## src/rtl/hfe_pkg.sv

```systemverilog
package hfe_pkg;
  localparam int CRC_W      = 16;
  localparam logic [CRC_W-1:0] CRC_POLY = 16'hA12B;
  localparam int SCR_W      = 15;
  localparam int SEED_W     = 4;
  localparam int LEN_POS    = 13;
  localparam int GRP_W      = 4;

  typedef enum logic [2:0] {
    PH_IDLE,
    PH_PHY,
    PH_MAC,
    PH_HCS,
    PH_STUFF
  } phase_t;

  // parity nibble {p3,p2,p1,p0} of an (8,4) extended Hamming word
  function automatic logic [3:0] ham_parity(input logic [3:0] d);
    logic [3:0] p;
    p[0] = d[1] ^ d[2] ^ d[3];
    p[1] = d[0] ^ d[2] ^ d[3];
    p[2] = d[0] ^ d[1] ^ d[3];
    p[3] = d[0] ^ d[1] ^ d[2];
    return p;
  endfunction
endpackage

```

## src/rtl/hfe_crc.sv

```systemverilog
module hfe_crc #(
  parameter int W = 16,
  parameter logic [W-1:0] POLY = 16'hA12B
) (
  input  logic         clk,
  input  logic         rst,
  input  logic         init,
  input  logic         en,
  input  logic         din,
  output logic [W-1:0] crc_q
);
  logic fb;
  assign fb = crc_q[W-1] ^ din;

  always_ff @(posedge clk) begin
    if (rst || init) begin
      crc_q <= '1;
    end else if (en) begin
      crc_q <= {crc_q[W-2:0], 1'b0} ^ (fb ? POLY : '0);
    end
  end
endmodule

```

## src/rtl/hfe_scrambler.sv

```systemverilog
module hfe_scrambler #(
  parameter int SW    = 15,
  parameter int SEEDW = 4
) (
  input  logic             clk,
  input  logic             rst,
  input  logic             init,
  input  logic [SEEDW-1:0] seed,
  input  logic             step,
  output logic             ks
);
  logic [SW-1:0] st;
  assign ks = st[SW-1] ^ st[SW-2];

  always_ff @(posedge clk) begin
    if (rst) begin
      st <= '1;
    end else if (init) begin
      st <= {seed, {(SW-SEEDW){1'b1}}};
    end else if (step) begin
      st <= {st[SW-2:0], ks};
    end
  end
endmodule

```

## src/rtl/hfe_hdr_source.sv

```systemverilog
module hfe_hdr_source
  import hfe_pkg::*;
#(
  parameter int MAC_BYTES  = 8,
  parameter int STUFF_BITS = 3,
  parameter int LEN_W      = 20
) (
  input  logic             clk,
  input  logic             rst,
  input  logic             go,
  input  logic [2:0]       mcs_idx,
  input  logic             pilot_on,
  input  logic [3:0]       seed_field,
  input  logic [LEN_W-1:0] psdu_len,
  input  logic             mac_valid,
  input  logic [7:0]       mac_byte,
  output logic             mac_ready,
  input  logic [CRC_W-1:0] hcs_reg,
  input  logic             take,
  output logic             bit_valid,
  output logic             bit_data,
  output logic             crc_en,
  output logic             active
);
  localparam int PHY_BITS = LEN_POS + LEN_W;
  localparam int CNT_W    = $clog2(PHY_BITS + 1);
  localparam int BCNT_W   = $clog2(MAC_BYTES + 1);

  phase_t                phase;
  logic [PHY_BITS-1:0]   sh;
  logic [CNT_W-1:0]      cnt;
  logic [BCNT_W-1:0]     bcnt;
  logic                  have;
  logic [CRC_W-1:0]      hcs_out;
  logic [3:0]            hcs_idx;

  assign hcs_out   = ~hcs_reg;
  assign hcs_idx   = 4'(CRC_W - 1) - cnt[3:0];
  assign active    = (phase != PH_IDLE);
  assign mac_ready = (phase == PH_MAC) && !have;
  assign crc_en    = take && ((phase == PH_PHY) || (phase == PH_MAC));

  always_comb begin
    bit_valid = 1'b0;
    bit_data  = 1'b0;
    unique case (phase)
      PH_PHY:   begin bit_valid = 1'b1; bit_data = sh[0]; end
      PH_MAC:   begin bit_valid = have; bit_data = sh[0]; end
      PH_HCS:   begin bit_valid = 1'b1; bit_data = hcs_out[hcs_idx]; end
      PH_STUFF: begin bit_valid = 1'b1; bit_data = 1'b0; end
      default:  begin bit_valid = 1'b0; bit_data = 1'b0; end
    endcase
  end

  always_ff @(posedge clk) begin
    if (rst) begin
      phase <= PH_IDLE;
      sh    <= '0;
      cnt   <= '0;
      bcnt  <= '0;
      have  <= 1'b0;
    end else if (go) begin
      phase <= PH_PHY;
      sh    <= {psdu_len, 5'b0, seed_field, pilot_on, mcs_idx};
      cnt   <= '0;
      bcnt  <= '0;
      have  <= 1'b0;
    end else begin
      unique case (phase)
        PH_PHY: if (take) begin
          sh  <= sh >> 1;
          cnt <= cnt + 1'b1;
          if (cnt == CNT_W'(PHY_BITS - 1)) begin
            phase <= PH_MAC;
            cnt   <= '0;
          end
        end
        PH_MAC: begin
          if (!have && mac_valid) begin
            sh[7:0] <= mac_byte;
            have    <= 1'b1;
            cnt     <= '0;
          end else if (take) begin
            sh  <= sh >> 1;
            cnt <= cnt + 1'b1;
            if (cnt == CNT_W'(7)) begin
              have <= 1'b0;
              bcnt <= bcnt + 1'b1;
              cnt  <= '0;
              if (bcnt == BCNT_W'(MAC_BYTES - 1)) phase <= PH_HCS;
            end
          end
        end
        PH_HCS: if (take) begin
          cnt <= cnt + 1'b1;
          if (cnt == CNT_W'(CRC_W - 1)) begin
            cnt   <= '0;
            phase <= (STUFF_BITS == 0) ? PH_IDLE : PH_STUFF;
          end
        end
        PH_STUFF: if (take) begin
          cnt <= cnt + 1'b1;
          if (cnt == CNT_W'(STUFF_BITS - 1)) phase <= PH_IDLE;
        end
        default: ;
      endcase
    end
  end
endmodule

```

## src/rtl/hfe_ham_ser.sv

```systemverilog
module hfe_ham_ser
  import hfe_pkg::*;
(
  input  logic clk,
  input  logic rst,
  input  logic in_valid,
  input  logic in_bit,
  output logic in_ready,
  output logic cw_valid,
  output logic cw_bit,
  output logic busy
);
  logic [GRP_W-1:0]   nib;
  logic [2:0]         ncnt;
  logic [2*GRP_W-1:0] osh;
  logic [3:0]         ocnt;
  logic               load;

  assign in_ready = (ncnt != 3'(GRP_W));
  assign load     = (ncnt == 3'(GRP_W)) && (ocnt <= 4'd1);
  assign cw_valid = (ocnt != 4'd0);
  assign cw_bit   = osh[0];
  assign busy     = (ncnt != 3'd0) || (ocnt != 4'd0);

  always_ff @(posedge clk) begin
    if (rst) begin
      nib  <= '0;
      ncnt <= '0;
      osh  <= '0;
      ocnt <= '0;
    end else if (load) begin
      osh  <= {ham_parity(nib), nib};
      ocnt <= 4'(2 * GRP_W);
      ncnt <= '0;
    end else begin
      if (ocnt != 4'd0) begin
        osh  <= {1'b0, osh[2*GRP_W-1:1]};
        ocnt <= ocnt - 1'b1;
      end
      if (in_valid && in_ready) begin
        nib[ncnt[1:0]] <= in_bit;
        ncnt           <= ncnt + 1'b1;
      end
    end
  end
endmodule

```

## src/rtl/hdr_fec_encoder.sv

```systemverilog
module hdr_fec_encoder
  import hfe_pkg::*;
#(
  parameter int MAC_BYTES = 8,
  parameter int LEN_W     = 20
) (
  input  logic             clk,
  input  logic             rst,
  input  logic             start,
  input  logic [2:0]       mcs_idx,
  input  logic             pilot_on,
  input  logic [3:0]       seed_field,
  input  logic [LEN_W-1:0] psdu_len,
  input  logic [3:0]       hdr_scr_seed,
  input  logic             mac_valid,
  input  logic [7:0]       mac_byte,
  output logic             mac_ready,
  output logic             busy,
  output logic             cw_valid,
  output logic             cw_bit
);
  localparam int PRE_BITS   = LEN_POS + LEN_W + 8 * MAC_BYTES + CRC_W;
  localparam int STUFF_BITS = (GRP_W - (PRE_BITS % GRP_W)) % GRP_W;

  logic             go;
  logic             src_active, ham_busy;
  logic             bit_valid, bit_data, crc_en, take, in_ready, ks;
  logic [CRC_W-1:0] crc_q;

  assign busy = src_active || ham_busy;
  assign go   = start && !busy;
  assign take = bit_valid && in_ready;

  hfe_hdr_source #(
    .MAC_BYTES (MAC_BYTES),
    .STUFF_BITS(STUFF_BITS),
    .LEN_W     (LEN_W)
  ) u_src (
    .clk       (clk),
    .rst       (rst),
    .go        (go),
    .mcs_idx   (mcs_idx),
    .pilot_on  (pilot_on),
    .seed_field(seed_field),
    .psdu_len  (psdu_len),
    .mac_valid (mac_valid),
    .mac_byte  (mac_byte),
    .mac_ready (mac_ready),
    .hcs_reg   (crc_q),
    .take      (take),
    .bit_valid (bit_valid),
    .bit_data  (bit_data),
    .crc_en    (crc_en),
    .active    (src_active)
  );

  hfe_crc #(.W(CRC_W), .POLY(CRC_POLY)) u_crc (
    .clk  (clk),
    .rst  (rst),
    .init (go),
    .en   (crc_en),
    .din  (bit_data),
    .crc_q(crc_q)
  );

  hfe_scrambler #(.SW(SCR_W), .SEEDW(SEED_W)) u_scr (
    .clk (clk),
    .rst (rst),
    .init(go),
    .seed(hdr_scr_seed),
    .step(take),
    .ks  (ks)
  );

  hfe_ham_ser u_ham (
    .clk     (clk),
    .rst     (rst),
    .in_valid(bit_valid),
    .in_bit  (bit_data ^ ks),
    .in_ready(in_ready),
    .cw_valid(cw_valid),
    .cw_bit  (cw_bit),
    .busy    (ham_busy)
  );
endmodule

```

## config.mk

```make
export PLATFORM = sky130hd
export DESIGN_NAME = hdr_fec_encoder
export DESIGN_NICKNAME = d
export VERILOG_FILES = /design/src/rtl/hfe_pkg.sv /design/src/rtl/hfe_crc.sv /design/src/rtl/hfe_scrambler.sv /design/src/rtl/hfe_hdr_source.sv /design/src/rtl/hfe_ham_ser.sv /design/src/rtl/hdr_fec_encoder.sv
export SDC_FILE = /design/constraint.sdc
export NUM_CORES = 1
export LEC_CHECK = 0
export ABC_CLOCK_PERIOD_IN_PS = 6950
export CAP_MARGIN = 20
export CORE_AREA = 2 2 91 93
export CTS_BUF_LIST = sky130_fd_sc_hd__clkbuf_4
export DETAILED_ROUTE_END_ITERATION = 10
export DIE_AREA = 0 0 93 95
export MAX_ROUTING_LAYER = met4
export PLACE_DENSITY = 0.86
export SLEW_MARGIN = 20
export SYNTH_ARGS = -nofsm -noshare
export SYNTH_HDL_FRONTEND = slang
export SYNTH_SLANG_ARGS = --single-unit
export TNS_END_PERCENT = 20
```

## constraint.sdc

```tcl
create_clock -name clk -period 6.95 [get_ports clk]
set_input_delay 1.0425 -clock clk [delete_from_list [all_inputs] [get_ports clk]]
set_output_delay 1.0425 -clock clk [all_outputs]
set_load 0.02 [all_outputs]
```

==> results.cfg <==
[outcome]
run_status = finished, final reports clean

[timing]
unrepaired_setup_endpoints_after_global_routing = no
setup_slack_ps = 3160
hold_viol = 0
final_max_slew_violation_count = 0
timing_worst_slew_pin_value_ps = 772
skew_ps = 28.6
min_tclk_post_route_ps = 3790
setup_viol = 0
slew-limit-headroom_pct = 48.5
final_min_period_over_clock_period_pct = 54.5
maxClockFrequency_mhz = 264
totalNegativeSetupSlack_ps = 0

[synthesis]
total_of_warnings_raised_by_yosys = 0
syn_std_cell_area_um2 = 4890
dominantRegCellSynth = dfxtp_1
yosysTopAreaCellShare_pct = 39.7
fraction_of_registers_with_async_set_reset_pct = 0
synth_area_leaders = dfxtp_1, nand2_1, nor2_1
synth_common_cells = nand2_1, dfxtp_1, nor2_1
avgSynthCellArea_um2 = 7.94
syn_inst = 616
synth_nets = 671
synth_cell_type_count = 55
synthMostInstantiatedCell = nand2_1
synth.largest_area_cell = dfxtp_1
ys_seq_area_share_pct = 39.7
synth-edff-count = 0
synth_register_bits = 97

[final_layout]
layout-drive-gt1-share_pct = 5.82
diodes = 0
finalNonFillerCells = 741
area_growth_syn_to_layout_pct = 12.5
layout.core_utilization_pct = 69.4
post-route-cell-area_um2 = 5500
layout.filler_cells = 653
final_nets = 686

[critical_path]
critical_path.endpoint_type = output port
worstSetupPathType = reg2out
cp-start-kind = register
required_time_reported_for_the_critical_path_endpoint_ps = 5910
critPathArrivalTime_ps = 2750
crit_fanout = 13

[global_route]
grt_max_degree = 55
grt_antenna_before_repair = 0
global_route_total_usage_across_every_layer_pct = 25.4
overflow = 0
grt_pass1_vias = 4162
grt_first_pass_wirelength_um = 17900

[floorplanning]
core_um2 = 7930
top_level_ports = 48
starting_density_pct = 61.7
num_rows = 33
floorplan.die_area_um2 = 8840
die_width_um = 93
die_h_um = 95

[route]
route.detailed.vias_per_inst = 5.85
route.detailed.drc = 0
initialDrtViolationCount = 178
first_pass_iters = 4
ant_nets = 0
wl_per_cell_um = 14.4
vias = 4336
routed_wl_um = 10700

[cts]
cts.reportedPaths.clkPinSlew_ps = 170
post_cts_resize_count = 0
ctsHoldBuffers = 0
cts.htree.levels = 3
number_of_cts_inserted_buffers = 9
max-clock-path-buffers = 2
tritoncts_num_sinks = 97
insertion_delay_ps = 460
cts_root_buffer = clkbuf_4
postCtsSetupRepairBufs = 0
cts_tree = built

[pwr]
power.density_nw_per_um2 = 397
leakagePower_nw = 2.09
vdd_drop_max_uv = 182

[job]
drv_cap = 0

[placement]
placed_cells = 724
port-buffer-count = 47
dpl-instance-area_um2 = 5310
place.detailed.hpwl_um = 7190
dp_worst_setup_slack_ps = 3690
final_estimated_routing_congestion_in_global_placement = 0.880

[worst_hold_path]
worst_hold_path_type = reg2reg
logic make-up (layout without fill, tap and decap cells):
family                     after synthesis  in the layout  synth area share, %
xor gates and xnor gates                26             26                 4.66
adders and majority gates               11             11                 2.81
DFF                                     97             97                 39.7
AOI/OAI and AO/OA                      147            147                 20.1
buffers and inverters                   59             79                 5.22
and+or+nand+nor                        268            268                 25.1
muxes                                    8              8                 2.46
final cells by class:
cell class / instances / area, um2 / share of cell area [%]
multi-input cells: 460 / 2700 / 49.1
clock buffers: 9 / 67.6 / 1.23
flip-flops and latches: 97 / 1940 / 35.3
well taps: 105 / 131 / 2.39
clock inverters: 7 / 106 / 1.93
repair buffers: 52 / 515 / 9.37
inverters: 11 / 41.3 / 0.750
power breakdown:
| part | internal, mW | switching [mW] |
|---|---|---|
| Combinational | 0.393 | 0.599 |
| Clock | 0.153 | 0.202 |
| Sequential | 0.709 | 0.129 |
| Total | 1.26 | 0.929 |
through the flow:
stage	hold WS, ps	power (mW)
after floorplan	430	1.60
after global placement	437	1.77
after detailed placement	446	1.82
after CTS	462	2.18
after global routing	474	2.36
final	462	2.18
cells in the final DEF (no fill, tap or decap), types with 2 or more instances in the layout:
| master | Yosys | layout |
|---|---|---|
| or2_2 | 4 | 4 |
| nand3b_1 | 3 | 3 |
| o2111ai_1 | 2 | 2 |
| bufinv_16 | 0 | 2 |
| inv_1 | 11 | 11 |
| a21boi_0 | 10 | 10 |
| o21ai_0 | 37 | 37 |
| xnor2_1 | 8 | 8 |
| ha_1 | 11 | 11 |
| a21oi_1 | 34 | 34 |
| a22oi_1 | 2 | 2 |
| and2_1 | 4 | 4 |
| a211oi_1 | 19 | 19 |
| nor4_1 | 4 | 4 |
| nor2_1 | 64 | 64 |
| inv_6 | 0 | 3 |
| mux2_2 | 2 | 2 |
| a311o_1 | 8 | 8 |
| nand2_1 | 119 | 119 |
| mux2i_1 | 3 | 3 |
| mux4_2 | 3 | 3 |
| o21bai_1 | 11 | 11 |
| nand2b_1 | 2 | 2 |
| xor2_1 | 18 | 18 |
| nand4_1 | 5 | 5 |
| clkbuf_4 | 0 | 9 |
| dfxtp_1 | 97 | 97 |
| buf_4 | 3 | 4 |
| nor3_1 | 7 | 7 |
| clkdlybuf4s50_1 | 0 | 47 |
| nor4bb_1 | 3 | 3 |
| a31oi_1 | 3 | 3 |
| or3_1 | 7 | 7 |
| nor2b_1 | 6 | 6 |
| and3_1 | 5 | 5 |
| a311oi_1 | 11 | 11 |
| nand3_1 | 25 | 25 |
metal layers:
metal	up-vias	part of all wire (%)	track usage, %
li1	2167	-	-
met1	2034	44	30.1
met2	114	50	44.5
met3	21	4.6	3.11
met4	0	1.8	9.07
met5	-	0	-
sequential cells by signal, indices dropped and copies added, names as in the netlist:
register / flops
u_src.sh: 33
u_crc.crc_q: 16
u_scr.st: 15
u_ham.osh: 8
u_src.cnt: 6
u_ham.nib: 4
u_ham.ocnt: 4
u_src.bcnt: 4
u_ham.ncnt: 3
u_src.phase: 3
u_src.have: 1
worst paths after layout:
check                                   from                   endpoint  slack (ps)  cells past startpoint
hold / removal     u_src.sh[11]$_SDFFE_PP0P_  u_src.sh[10]$_SDFFE_PP0P_         460                      2
hold reg to reg    u_src.sh[11]$_SDFFE_PP0P_  u_src.sh[10]$_SDFFE_PP0P_         460                      2
setup / recovery  u_ham.ocnt[0]$_SDFFE_PP0P_                       busy        3160                      6
setup reg to reg  u_ham.ncnt[1]$_SDFFE_PP0N_  u_src.sh[19]$_SDFFE_PP0P_        4250                      9
worst max-delay path: stages (launching register included):
cell             delay [ps]
dfxtp_1                 360
inv_1                   110
ha_1                    170
and2_1                  420
inv_1                   270
or3_1                   410
clkdlybuf4s50_1         540
Power figures use the tool's default switching activity.
